--- config.mk ---
export PLATFORM = sky130hd
export DESIGN_NAME = trap_entry_ctrl
export DESIGN_NICKNAME = d
export VERILOG_FILES = /design/src/rtl/trap_pkg.sv /design/src/rtl/trap_mode_sel.sv /design/src/rtl/trap_status_stack.sv /design/src/rtl/trap_bank.sv /design/src/rtl/trap_entry_ctrl.sv
export SDC_FILE = /design/constraint.sdc
export NUM_CORES = 1
export LEC_CHECK = 0
export BUFFER_PORTS_ARGS = -buffer_cell sky130_fd_sc_hd__buf_2
export CAP_MARGIN = 20
export CORE_ASPECT_RATIO = 0.7
export CORE_MARGIN = 8
export CORE_UTILIZATION = 50
export CTS_BUF_LIST = sky130_fd_sc_hd__clkbuf_4 sky130_fd_sc_hd__clkbuf_8 sky130_fd_sc_hd__clkbuf_16
export DETAILED_ROUTE_END_ITERATION = 10
export MAX_ROUTING_LAYER = met4
export PLACE_DENSITY_LB_ADDON = 0.12
export SETUP_SLACK_MARGIN = 0.4
export SLEW_MARGIN = 15
export SYNTH_ARGS = -nofsm -noshare
export SYNTH_HDL_FRONTEND = slang
export SYNTH_HIERARCHICAL = 1
export SYNTH_SLANG_ARGS = --single-unit
--- constraint.sdc ---
create_clock -name clk -period 7.7 [get_ports clk]
set_input_delay 1.155 -clock clk [delete_from_list [all_inputs] [get_ports clk]]
set_output_delay 1.155 -clock clk [all_outputs]
set_load 0.01 [all_outputs]
--- src/rtl/trap_pkg.sv ---
package trap_pkg;

    localparam logic [1:0] PRV_U = 2'b00;
    localparam logic [1:0] PRV_S = 2'b01;
    localparam logic [1:0] PRV_M = 2'b11;

    localparam int STAT_W = 13;

    typedef struct packed {
        logic [1:0] mpp;
        logic       spp;
        logic       mpie;
        logic       spie;
        logic       upie;
        logic       mie;
        logic       sie;
        logic       uie;
    } stat_t;

    function automatic logic [STAT_W-1:0] stat_to_word(input stat_t s);
        logic [STAT_W-1:0] w;
        w        = '0;
        w[0]     = s.uie;
        w[1]     = s.sie;
        w[3]     = s.mie;
        w[4]     = s.upie;
        w[5]     = s.spie;
        w[7]     = s.mpie;
        w[8]     = s.spp;
        w[12:11] = s.mpp;
        return w;
    endfunction

    function automatic stat_t word_to_stat(input logic [STAT_W-1:0] w);
        stat_t s;
        s.uie  = w[0];
        s.sie  = w[1];
        s.mie  = w[3];
        s.upie = w[4];
        s.spie = w[5];
        s.mpie = w[7];
        s.spp  = w[8];
        s.mpp  = w[12:11];
        return s;
    endfunction

    function automatic logic [1:0] priv_to_bank(input logic [1:0] p);
        case (p)
            PRV_U:   return 2'd0;
            PRV_S:   return 2'd1;
            default: return 2'd2;
        endcase
    endfunction

endpackage

--- src/rtl/trap_mode_sel.sv ---
module trap_mode_sel
    import trap_pkg::*;
#(
    parameter int CODE_W  = 5,
    localparam int DELEG_W = 1 << CODE_W
) (
    input  logic [1:0]         cur_priv,
    input  logic [CODE_W-1:0]  code,
    input  logic [DELEG_W-1:0] m_deleg,
    input  logic [DELEG_W-1:0] s_deleg,
    output logic [1:0]         handler
);
    always_comb begin
        handler = PRV_M;
        if (cur_priv != PRV_M && m_deleg[code]) begin
            handler = PRV_S;
        end
        if (cur_priv == PRV_U && s_deleg[code]) begin
            handler = PRV_U;
        end
    end
endmodule

--- src/rtl/trap_status_stack.sv ---
module trap_status_stack
    import trap_pkg::*;
(
    input  stat_t      stat_old,
    input  logic [1:0] cur_priv,
    input  logic [1:0] handler,
    output stat_t      stat_new
);
    always_comb begin
        stat_new = stat_old;
        case (handler)
            PRV_U: begin
                stat_new.upie = stat_old.uie;
                stat_new.uie  = 1'b0;
            end
            PRV_S: begin
                stat_new.spp  = cur_priv[0];
                stat_new.spie = stat_old.sie;
                stat_new.sie  = 1'b0;
            end
            default: begin
                stat_new.mpp  = cur_priv;
                stat_new.mpie = stat_old.mie;
                stat_new.mie  = 1'b0;
            end
        endcase
    end
endmodule

--- src/rtl/trap_bank.sv ---
module trap_bank #(
    parameter int XLEN   = 32,
    parameter int CODE_W = 5
) (
    input  logic              clk,
    input  logic              rst_n,
    input  logic              sel_trap,
    input  logic              trap_is_irq,
    input  logic [CODE_W-1:0] trap_code,
    input  logic [XLEN-1:0]   trap_pc,
    input  logic [XLEN-1:0]   trap_val,
    input  logic              wr_en,
    input  logic [1:0]        wr_field,
    input  logic [XLEN-1:0]   wr_data,
    output logic [XLEN-1:0]   tvec_q,
    output logic [XLEN-1:0]   epc_q,
    output logic [XLEN-1:0]   cause_q,
    output logic [XLEN-1:0]   tval_q
);
    typedef struct packed {
        logic [XLEN-1:0] tvec;
        logic [XLEN-1:0] epc;
        logic [XLEN-1:0] cause;
        logic [XLEN-1:0] tval;
    } bank_t;

    bank_t regs_d, regs_q;

    always_comb begin
        regs_d = regs_q;
        if (sel_trap) begin
            regs_d.cause              = '0;
            regs_d.cause[CODE_W-1:0]  = trap_code;
            regs_d.cause[XLEN-1]      = trap_is_irq;
            regs_d.epc                = trap_pc;
            regs_d.tval               = trap_val;
        end else if (wr_en) begin
            case (wr_field)
                2'd0:    regs_d.tvec  = wr_data;
                2'd1:    regs_d.epc   = wr_data;
                2'd2:    regs_d.cause = wr_data;
                default: regs_d.tval  = wr_data;
            endcase
        end
    end

    always_ff @(posedge clk) begin
        if (!rst_n) begin
            regs_q <= '0;
        end else begin
            regs_q <= regs_d;
        end
    end

    assign tvec_q  = regs_q.tvec;
    assign epc_q   = regs_q.epc;
    assign cause_q = regs_q.cause;
    assign tval_q  = regs_q.tval;

    // an idle bank keeps its contents
    p_bank_hold_r8: assert property (@(posedge clk) disable iff (!rst_n)
        (!sel_trap && !wr_en) |=> $stable(regs_q));

    // a trap never alters the vector
    p_tvec_kept_r8: assert property (@(posedge clk) disable iff (!rst_n)
        sel_trap |=> $stable(regs_q.tvec));

    // cause carries code and interrupt flag
    p_cause_fmt_r7: assert property (@(posedge clk) disable iff (!rst_n)
        sel_trap |=> (regs_q.cause[XLEN-1] == $past(trap_is_irq)) &&
                     (regs_q.cause[CODE_W-1:0] == $past(trap_code)));

    // epc and tval capture the request
    p_ctx_saved_r8: assert property (@(posedge clk) disable iff (!rst_n)
        sel_trap |=> (regs_q.epc == $past(trap_pc)) && (regs_q.tval == $past(trap_val)));
endmodule

--- src/rtl/trap_entry_ctrl.sv ---
module trap_entry_ctrl
    import trap_pkg::*;
#(
    parameter int              XLEN     = 32,
    parameter int              CODE_W   = 5,
    parameter logic [XLEN-1:0] RESET_PC = 32'h0000_1000
) (
    input  logic              clk,
    input  logic              rst_n,
    input  logic              trap_req,
    input  logic              trap_is_irq,
    input  logic [CODE_W-1:0] trap_code,
    input  logic [XLEN-1:0]   trap_pc,
    input  logic [XLEN-1:0]   trap_val,
    input  logic              csr_we,
    input  logic [3:0]        csr_addr,
    input  logic [XLEN-1:0]   csr_wdata,
    input  logic [3:0]        csr_raddr,
    output logic [XLEN-1:0]   csr_rdata,
    output logic [1:0]        cur_priv,
    output logic [XLEN-1:0]   next_pc,
    output logic              trap_taken
);
    localparam int DELEG_W = 1 << CODE_W;
    localparam int NBANK   = 3;

    typedef struct packed {
        logic [1:0]         priv;
        stat_t              stat;
        logic [DELEG_W-1:0] m_deleg;
        logic [DELEG_W-1:0] s_deleg;
        logic [XLEN-1:0]    pc;
        logic               taken;
    } ctl_t;

    ctl_t ctl_d, ctl_q;

    logic [1:0]      handler;
    logic [1:0]      hidx;
    stat_t           stat_stacked;
    logic [XLEN-1:0] bank_tvec  [NBANK];
    logic [XLEN-1:0] bank_epc   [NBANK];
    logic [XLEN-1:0] bank_cause [NBANK];
    logic [XLEN-1:0] bank_tval  [NBANK];
    logic [XLEN-1:0] sel_tvec;

    trap_mode_sel #(.CODE_W(CODE_W)) u_mode_sel (
        .cur_priv (ctl_q.priv),
        .code     (trap_code),
        .m_deleg  (ctl_q.m_deleg),
        .s_deleg  (ctl_q.s_deleg),
        .handler  (handler)
    );

    trap_status_stack u_stack (
        .stat_old (ctl_q.stat),
        .cur_priv (ctl_q.priv),
        .handler  (handler),
        .stat_new (stat_stacked)
    );

    assign hidx = priv_to_bank(handler);

    for (genvar g = 0; g < NBANK; g++) begin : g_bank
        logic sel_this;
        logic wr_this;
        assign sel_this = trap_req && (hidx == 2'(g));
        assign wr_this  = csr_we && !trap_req && (csr_addr[3:2] == 2'(g + 1));
        trap_bank #(.XLEN(XLEN), .CODE_W(CODE_W)) u_bank (
            .clk         (clk),
            .rst_n       (rst_n),
            .sel_trap    (sel_this),
            .trap_is_irq (trap_is_irq),
            .trap_code   (trap_code),
            .trap_pc     (trap_pc),
            .trap_val    (trap_val),
            .wr_en       (wr_this),
            .wr_field    (csr_addr[1:0]),
            .wr_data     (csr_wdata),
            .tvec_q      (bank_tvec[g]),
            .epc_q       (bank_epc[g]),
            .cause_q     (bank_cause[g]),
            .tval_q      (bank_tval[g])
        );
    end

    assign sel_tvec = bank_tvec[hidx];

    always_comb begin
        ctl_d       = ctl_q;
        ctl_d.taken = trap_req;
        if (trap_req) begin
            ctl_d.priv = handler;
            ctl_d.stat = stat_stacked;
            ctl_d.pc   = {sel_tvec[XLEN-1:2], 2'b00};
        end else if (csr_we && csr_addr[3:2] == 2'd0) begin
            case (csr_addr[1:0])
                2'd0:    ctl_d.stat    = word_to_stat(csr_wdata[STAT_W-1:0]);
                2'd1:    ctl_d.m_deleg = csr_wdata[DELEG_W-1:0];
                2'd2:    ctl_d.s_deleg = csr_wdata[DELEG_W-1:0];
                default: ctl_d.priv    = (csr_wdata[1:0] == 2'b10) ? PRV_M : csr_wdata[1:0];
            endcase
        end
    end

    always_ff @(posedge clk) begin
        if (!rst_n) begin
            ctl_q.priv    <= PRV_M;
            ctl_q.stat    <= '0;
            ctl_q.m_deleg <= '0;
            ctl_q.s_deleg <= '0;
            ctl_q.pc      <= RESET_PC;
            ctl_q.taken   <= 1'b0;
        end else begin
            ctl_q <= ctl_d;
        end
    end

    always_comb begin
        csr_rdata = '0;
        case (csr_raddr[3:2])
            2'd0: begin
                case (csr_raddr[1:0])
                    2'd0:    csr_rdata = XLEN'(stat_to_word(ctl_q.stat));
                    2'd1:    csr_rdata = XLEN'(ctl_q.m_deleg);
                    2'd2:    csr_rdata = XLEN'(ctl_q.s_deleg);
                    default: csr_rdata = XLEN'(ctl_q.priv);
                endcase
            end
            default: begin
                case (csr_raddr[1:0])
                    2'd0:    csr_rdata = bank_tvec[csr_raddr[3:2] - 2'd1];
                    2'd1:    csr_rdata = bank_epc[csr_raddr[3:2] - 2'd1];
                    2'd2:    csr_rdata = bank_cause[csr_raddr[3:2] - 2'd1];
                    default: csr_rdata = bank_tval[csr_raddr[3:2] - 2'd1];
                endcase
            end
        endcase
    end

    assign cur_priv   = ctl_q.priv;
    assign next_pc    = ctl_q.pc;
    assign trap_taken = ctl_q.taken;

    p_taken_after_req_r9: assert property (@(posedge clk) disable iff (!rst_n)
        trap_req |=> trap_taken);

    p_no_spurious_taken_r9: assert property (@(posedge clk) disable iff (!rst_n)
        !trap_req |=> !trap_taken);

    p_pc_aligned_r9: assert property (@(posedge clk) disable iff (!rst_n)
        trap_taken |-> (next_pc[1:0] == 2'b00));

    p_pc_held_r9: assert property (@(posedge clk) disable iff (!rst_n)
        !trap_req |=> $stable(next_pc));

    p_machine_stays_r2: assert property (@(posedge clk) disable iff (!rst_n)
        (trap_req && cur_priv == PRV_M) |=> (cur_priv == PRV_M));

    p_no_user_climb_r3: assert property (@(posedge clk) disable iff (!rst_n)
        (trap_req && cur_priv != PRV_U) |=> (cur_priv != PRV_U));

    p_mie_stacked_r6: assert property (@(posedge clk) disable iff (!rst_n)
        (trap_req && cur_priv == PRV_M) |=>
            (!ctl_q.stat.mie && ctl_q.stat.mpp == PRV_M && ctl_q.stat.mpie == $past(ctl_q.stat.mie)));

    p_user_stacked_r4: assert property (@(posedge clk) disable iff (!rst_n)
        (trap_req && handler == PRV_U) |=>
            (!ctl_q.stat.uie && ctl_q.stat.upie == $past(ctl_q.stat.uie) && $stable(ctl_q.stat.mie)));

    p_write_dropped_r10: assert property (@(posedge clk) disable iff (!rst_n)
        (trap_req && csr_we && csr_addr[3:2] == 2'd0 && csr_addr[1] != csr_addr[0])
            |=> ($stable(ctl_q.m_deleg) && $stable(ctl_q.s_deleg)));
endmodule

==> results of run 1 <==
-- through the flow --
step	instances	hold slack (ps)	setup slack, ps
global route	3460	471	2100
finish	3462	451	2100
global placement	3373	439	2240
detailed placement	3375	443	2230
floorplan	2775	429	3440
CTS	3456	451	2230
-- cell usage in the layout, fill, tap and decap left out, drive strengths merged, types with 21 or more instances in the layout --
cell     instances
a221oi          43
inv             21
o2bb2ai         29
a31oi           41
nor2           105
dfxtp          490
mux2            41
a21boi          96
a221o          181
mux2i          190
nand2          588
and3           180
o21ai           71
a21oi          226
clkbuf          76
buf            236
a211oi          30
-- state kept, by name (all words and copies together) (netlist names) --
signal                 flops
ctl_q                     73
next_pc                   30
trap_taken                 1
g_bank.u_bank/tvec_q      96
cur_priv                   2
g_bank.u_bank/cause_q     96
g_bank.u_bank/epc_q       96
g_bank.u_bank/tval_q      96
-- metal layers --
layer  GRT usage [%]  vias up  share of wire (%)
met3            8.41      214                 12
met5               -        -                  0
met1            44.8    11000                 42
met2            46.2     1334                 42
li1                -    10000                  -
met4            13.4        0                4.5
-- cell families (layout without fill, tap and decap cells) --
kind of cell             count (synthesis)  after routing
multiplexers                           247            247
AND/OR/NAND/NOR                        928            928
other                                    1              7
flip-flops                             490            490
adder cells (fa/ha/maj)                  1              1
AO/OA/AOI/OAI                          787            787
buffers and inverters                  320            337
-- layout make-up --
type | count | area (um2) | area share, %
clock buffer | 76 | 1500 | 5.52
multi-input combinational | 1965 | 13500 | 49.6
clock inverter | 5 | 57.6 | 0.212
timing repair buffer | 236 | 1390 | 5.12
tap | 665 | 832 | 3.07
sequential | 490 | 9810 | 36.2
antenna | 5 | 12.5 | 0.0461
inverter | 20 | 75.1 | 0.277
-- where the power goes --
group	switching, uW	total, uW	internal, uW
logic	449	650	200
registers	30.7	2610	2580
clock network	1030	2390	1360
-- worst min-delay path by stage --
stage	startpoint	end	slack (ps)
after floorplan	g_bank[2].u_bank/cause_q[0]	g_bank[2].u_bank/cause_q[0]	430
after global placement	g_bank[1].u_bank/cause_q[0]	g_bank[1].u_bank/cause_q[0]	440
after detailed placement	g_bank[2].u_bank/cause_q[1]	g_bank[2].u_bank/cause_q[1]	440
after CTS	g_bank[2].u_bank/cause_q[1]	g_bank[2].u_bank/cause_q[1]	450
after global routing	g_bank[2].u_bank/cause_q[4]	g_bank[2].u_bank/cause_q[4]	470
final	g_bank[2].u_bank/cause_q[1]	g_bank[2].u_bank/cause_q[1]	450
-- critical path, stage by stage --
cell and delay (ps):
buf_2 90, clkinv_1 70, buf_4 220, ha_4 690, nor2b_4 270, buf_4 480
and2_1 200, buf_4 360, a21oi_1 230, a31oi_1 390, buf_2 220
==> results.cfg, run 1 <==
[floorplanning]
rows = 68
ios = 181
coreArea_um2 = 49200
die_x_um = 282
die_area_um2 = 57200
start_util_pct = 50.5
die_y_um = 202

[pwr]
power_density_nw_per_um2 = 209
power.leakage_uw = 0.0110
finalPower_uw = 5660
vdd_drop_max_mv = 0.159

[detailed_routing]
drc = 0
vias = 22600
firstDrtPassIters = 8
drt_iter0_drc = 2815
drt-vias-per-instance = 6.51
wl_per_cell_um = 27.7
drt_wl_total_um = 95800
ant_nets = 0

[critical_path]
r2r_setup_slack_ps = 3610
end_kind = output port
worstReg2RegStart = ctl_q[42]
cp_data_required_time_ps = 6550
startpoint_type = input pin
critPathArrivalTime_ps = 4450
rr_worst_depth = 9
crit_end = csr_rdata[2]
crit_type = input pin to output port
r2r_end = g_bank[2].u_bank/tvec_q[16]
path_max_fanout = 39
crit_path_start = csr_raddr[2]

[global_routing]
grt_max_degree = 123
grt_pass1_vias = 21300
grt_usage_pct = 33.0
grt_pass1_wl_um = 140000
antenna_found_initial = 7
grt_overflow_total = 0

[yosys]
ys.flop_type = dfxtp_1
yosys.area_share.xor_xnor_pct = 0
synth.distinct_cells = 67
synthTopCellsByCount = nand2_1, dfxtp_1, a21oi_1
synth_fa_ha_area_share_pct = 0.0504
synthArstFlopShare_pct = 0
synth_area_per_cell_um2 = 8.95
synth_area_um2 = 24800
synth_top_family_by_area = compound AO/OA/AOI/OAI gates
yosysWarnings = 6
synthMuxAreaShare_pct = 11.1
synthCells = 2774
ys_ff_latch = 490
yosysMostFrequentCell = nand2_1
synth-edff-count = 0
yosysTopAreaCell = dfxtp_1
synth-compound-area-share_pct = 24.7
yosysSeqAreaShare_pct = 39.5
synthSimpleGateAreaFrac_pct = 17.8
synth_area_leaders = dfxtp_1, mux2i_1, nand2_1
yosysTopAreaCellShare_pct = 39.5

[sta]
setup_viol = 0
hold_violations = 0
skew_ps = 13.5
totalNegativeSetupSlack_ps = 0
worstMarginPinSlew_ps = 1120
max_freq_mhz = 179
slew_headroom_pct = 25.6
period_share_pct = 72.7
slew_viol_final = 0
rsz0062_at_grt = no
min_period_ps = 5600

[layout]
fin_area_um2 = 27100
area_growth_syn_to_layout_pct = 9.23
num-nets-final = 2877
fill_cells = 4549
final_util_pct = 55.2
drive_above_1_share_pct = 20.9

[clock_tree]
htree_levels = 2
worstSkewPairLatency_ps = 600
cts_hold_buffers = 0
cts_resized = 0
clkTransAtPathRegs_ps = 70
cts_buffers = 49
cts_buffer_depth = 3
clkSinkCount = 490
cts-root-buf = clkbuf_16
cts_tree = built
cts_setup_buffers = 0

[worst_hold_path]
whs_path_depth = 2
hp-class = flop to flop

[run_status]
status = finished, final reports clean

[place]
place_congestion = 0.974
portBuffers = 178
dp_hpwl_um = 62800
place_area_um2 = 25500

[job]
maxCapViolCount = 0
(Power assumes the default switching activity.)
==> run 2, diff against run 1 <==
==> constraint.sdc (replaced) <==
create_clock -name clk -period 4.8 [get_ports clk]
set_input_delay 0.72 -clock clk [delete_from_list [all_inputs] [get_ports clk]]
set_output_delay 0.72 -clock clk [all_outputs]
set_load 0.01 [all_outputs]
==> results.cfg, run 2 (synthesis results as in run 1) <==
[run_status]
status = finished, final reports clean

[critical_path]
path_buf_inv = 4
startpoint_type = input pin
crit_family = buffers and inverters
worstReg2RegStart = ctl_q[62]
r2r_setup_slack_ps = 1200
path_max_fanout = 19
crit_type = input pin to output port
cp_data_required_time_ps = 4080
end_kind = output port
max_stage_delay_ps = 780
worstPathCellList = buf_2 > buf_4 > nor2b_2 > buf_4 > and3_1 > nor4_1 > o22ai_1 > buf_2
critPathSlowestCell = nor4_1
critPathArrivalTime_ps = 3370
rr_worst_depth = 9
r2r_end = g_bank[2].u_bank/tval_q[27]

[detailed_routing]
drc = 0
wl_met1_um = 41200
drt-vias-per-instance = 6.48
ant_nets = 0
drt_wl_total_um = 96700
firstDrtPassIters = 6
highest_layer = met4
vias = 22700
wl_per_cell_um = 27.7
drt_iter0_drc = 2988
met2_wirelength_um = 41400
wl_met3_um = 9620

[pwr]
p_sw_uw = 2530
vdd_drop_max_mv = 0.295
seqPwrFrac_pct = 45.0
swShare_pct = 27.1
combinationalPowerShare_pct = 11.5
power.leakage_uw = 0.0112
internal_power_uw = 6790
power_density_nw_per_um2 = 339
clkPwrFrac_pct = 43.4

[sta]
slew_viol_final = 0
period_share_pct = 85.3
skew_ps = 13.7
setup_viol = 0
worstMarginPinSlew_ps = 986
slew_headroom_pct = 34.3
totalNegativeSetupSlack_ps = 0
hold_violations = 0
max_freq_mhz = 244
min_period_ps = 4090
rsz0062_at_grt = no

[layout]
layout_common_cells = nand2_1, dfxtp_1, a21oi_1
final_common_cell = nand2_1
drive_above_1_share_pct = 21.9
stdcell_count = 3496
seq_area_um2 = 9810
num-nets-final = 2907
area_growth_syn_to_layout_pct = 10.6
multi_input_area_um2 = 13400
fill_cells = 4498

[clock_tree]
cts_setup_buffers = 0
htree_levels = 2
cts-root-buf = clkbuf_16
cts_buffer_depth = 3
cts_hold_buffers = 0
worstSkewPairLatency_ps = 610
clkTransAtPathRegs_ps = 60
cts_tree = built
clkSinkCount = 490
cts_buffers = 50
cts_resized = 0

[place]
portBuffers = 178
dp.cells = 3405
place_congestion = 1.02
dp_hpwl_um = 62800

[global_routing]
grt_overflow_total = 0
grt_max_degree = 173
grt_pass1_vias = 21400
grt_usage_pct = 33.4
antenna_found_initial = 3
grt_pass1_wl_um = 142000

[floorplanning]
start_util_pct = 50.5
rows = 68
die_area_um2 = 57200
ios = 181
die_x_um = 282
coreArea_um2 = 49200
die_y_um = 202

[worst_hold_path]
whs_path_depth = 2
hp-start = g_bank[0].u_bank/cause_q[10]
hold-path-endpoint = g_bank[0].u_bank/cause_q[10]
hp-class = flop to flop

[job]
maxCapViolCount = 0
-- run 2: cell types whose count changed in the layout (fill, tap and decap cells not counted), moves of 2 or more --
cell / change
diode_2: -3
buf_16: -2
clkbuf_4: -4
buf_12: +5
clkinvlp_4: +2
clkbuf_16: +2
buf_4: +27
clkinv_2: +6
-- run 2: stage by stage --
| stage | hold slack [ps] | utilization (%) | power, uW | setup WS (ps) | area, um2 |
|---|---|---|---|---|---|
| 4_1_cts | 446 | 55.8 | 9290 | 809 | 27500 |
| 5_1_grt | 468 | 55.8 | 9550 | 695 | 27500 |
| 2_1_floorplan | 429 | - | 4840 | 970 | 24800 |
| 3_3_place_gp | 439 | 52.4 | 5310 | 571 | 25800 |
| 3_5_place_dp | 446 | 52.4 | 5320 | 538 | 25800 |
| 6_report | 452 | 55.8 | 9310 | 707 | 27500 |
-- run 2: worst min-delay path: cells and delay by family, from the launching register on --
family / cells / cell delay [ps]
AO/OA/AOI/OAI: 1 / 50
flip-flops: 1 / 310
AND/OR/NAND/NOR: 1 / 50
-- run 2: final cells by class --
| type | count | area share, % |
|---|---|---|
| antenna | 2 | 0.0182 |
| clock buffer | 75 | 5.58 |
| clock inverter | 14 | 0.483 |
| inverter | 20 | 0.273 |
| multi-input combinational | 1965 | 49.0 |
| sequential | 490 | 35.7 |
| tap | 665 | 3.03 |
| timing repair buffer | 265 | 5.92 |
-- run 2: how the worst max path moves through the flow --
stage | from | to | cells past startpoint | slack (ps)
global placement | trap_code[0] | g_bank[2].u_bank/tval_q[15] | 10 | 570
CTS | csr_raddr[2] | csr_rdata[27] | 9 | 810
detailed placement | trap_code[0] | g_bank[2].u_bank/tval_q[19] | 10 | 540
global route | csr_raddr[2] | csr_rdata[30] | 8 | 700
floorplan | trap_code[1] | g_bank[1].u_bank/tvec_q[0] | 14 | 970
finish | csr_raddr[1] | csr_rdata[30] | 8 | 710
-- run 2: power groups by stage --
stage               sequential (uW)  clock (uW)  combinational [uW]
floorplan                      4270           0                 573
global placement               4280           0                1030
detailed placement             4280           0                1040
CTS                            4190        4060                1040
global route                   4200        4240                1100
finish                         4190        4050                1070
-- run 2: metal layers --
metal  vias to the layer above  global-route usage (%)
met5                         -                       -
li1                      10100                       -
met2                      1223                    47.9
met3                       209                    7.73
met4                         0                    14.3
met1                     11200                    44.7
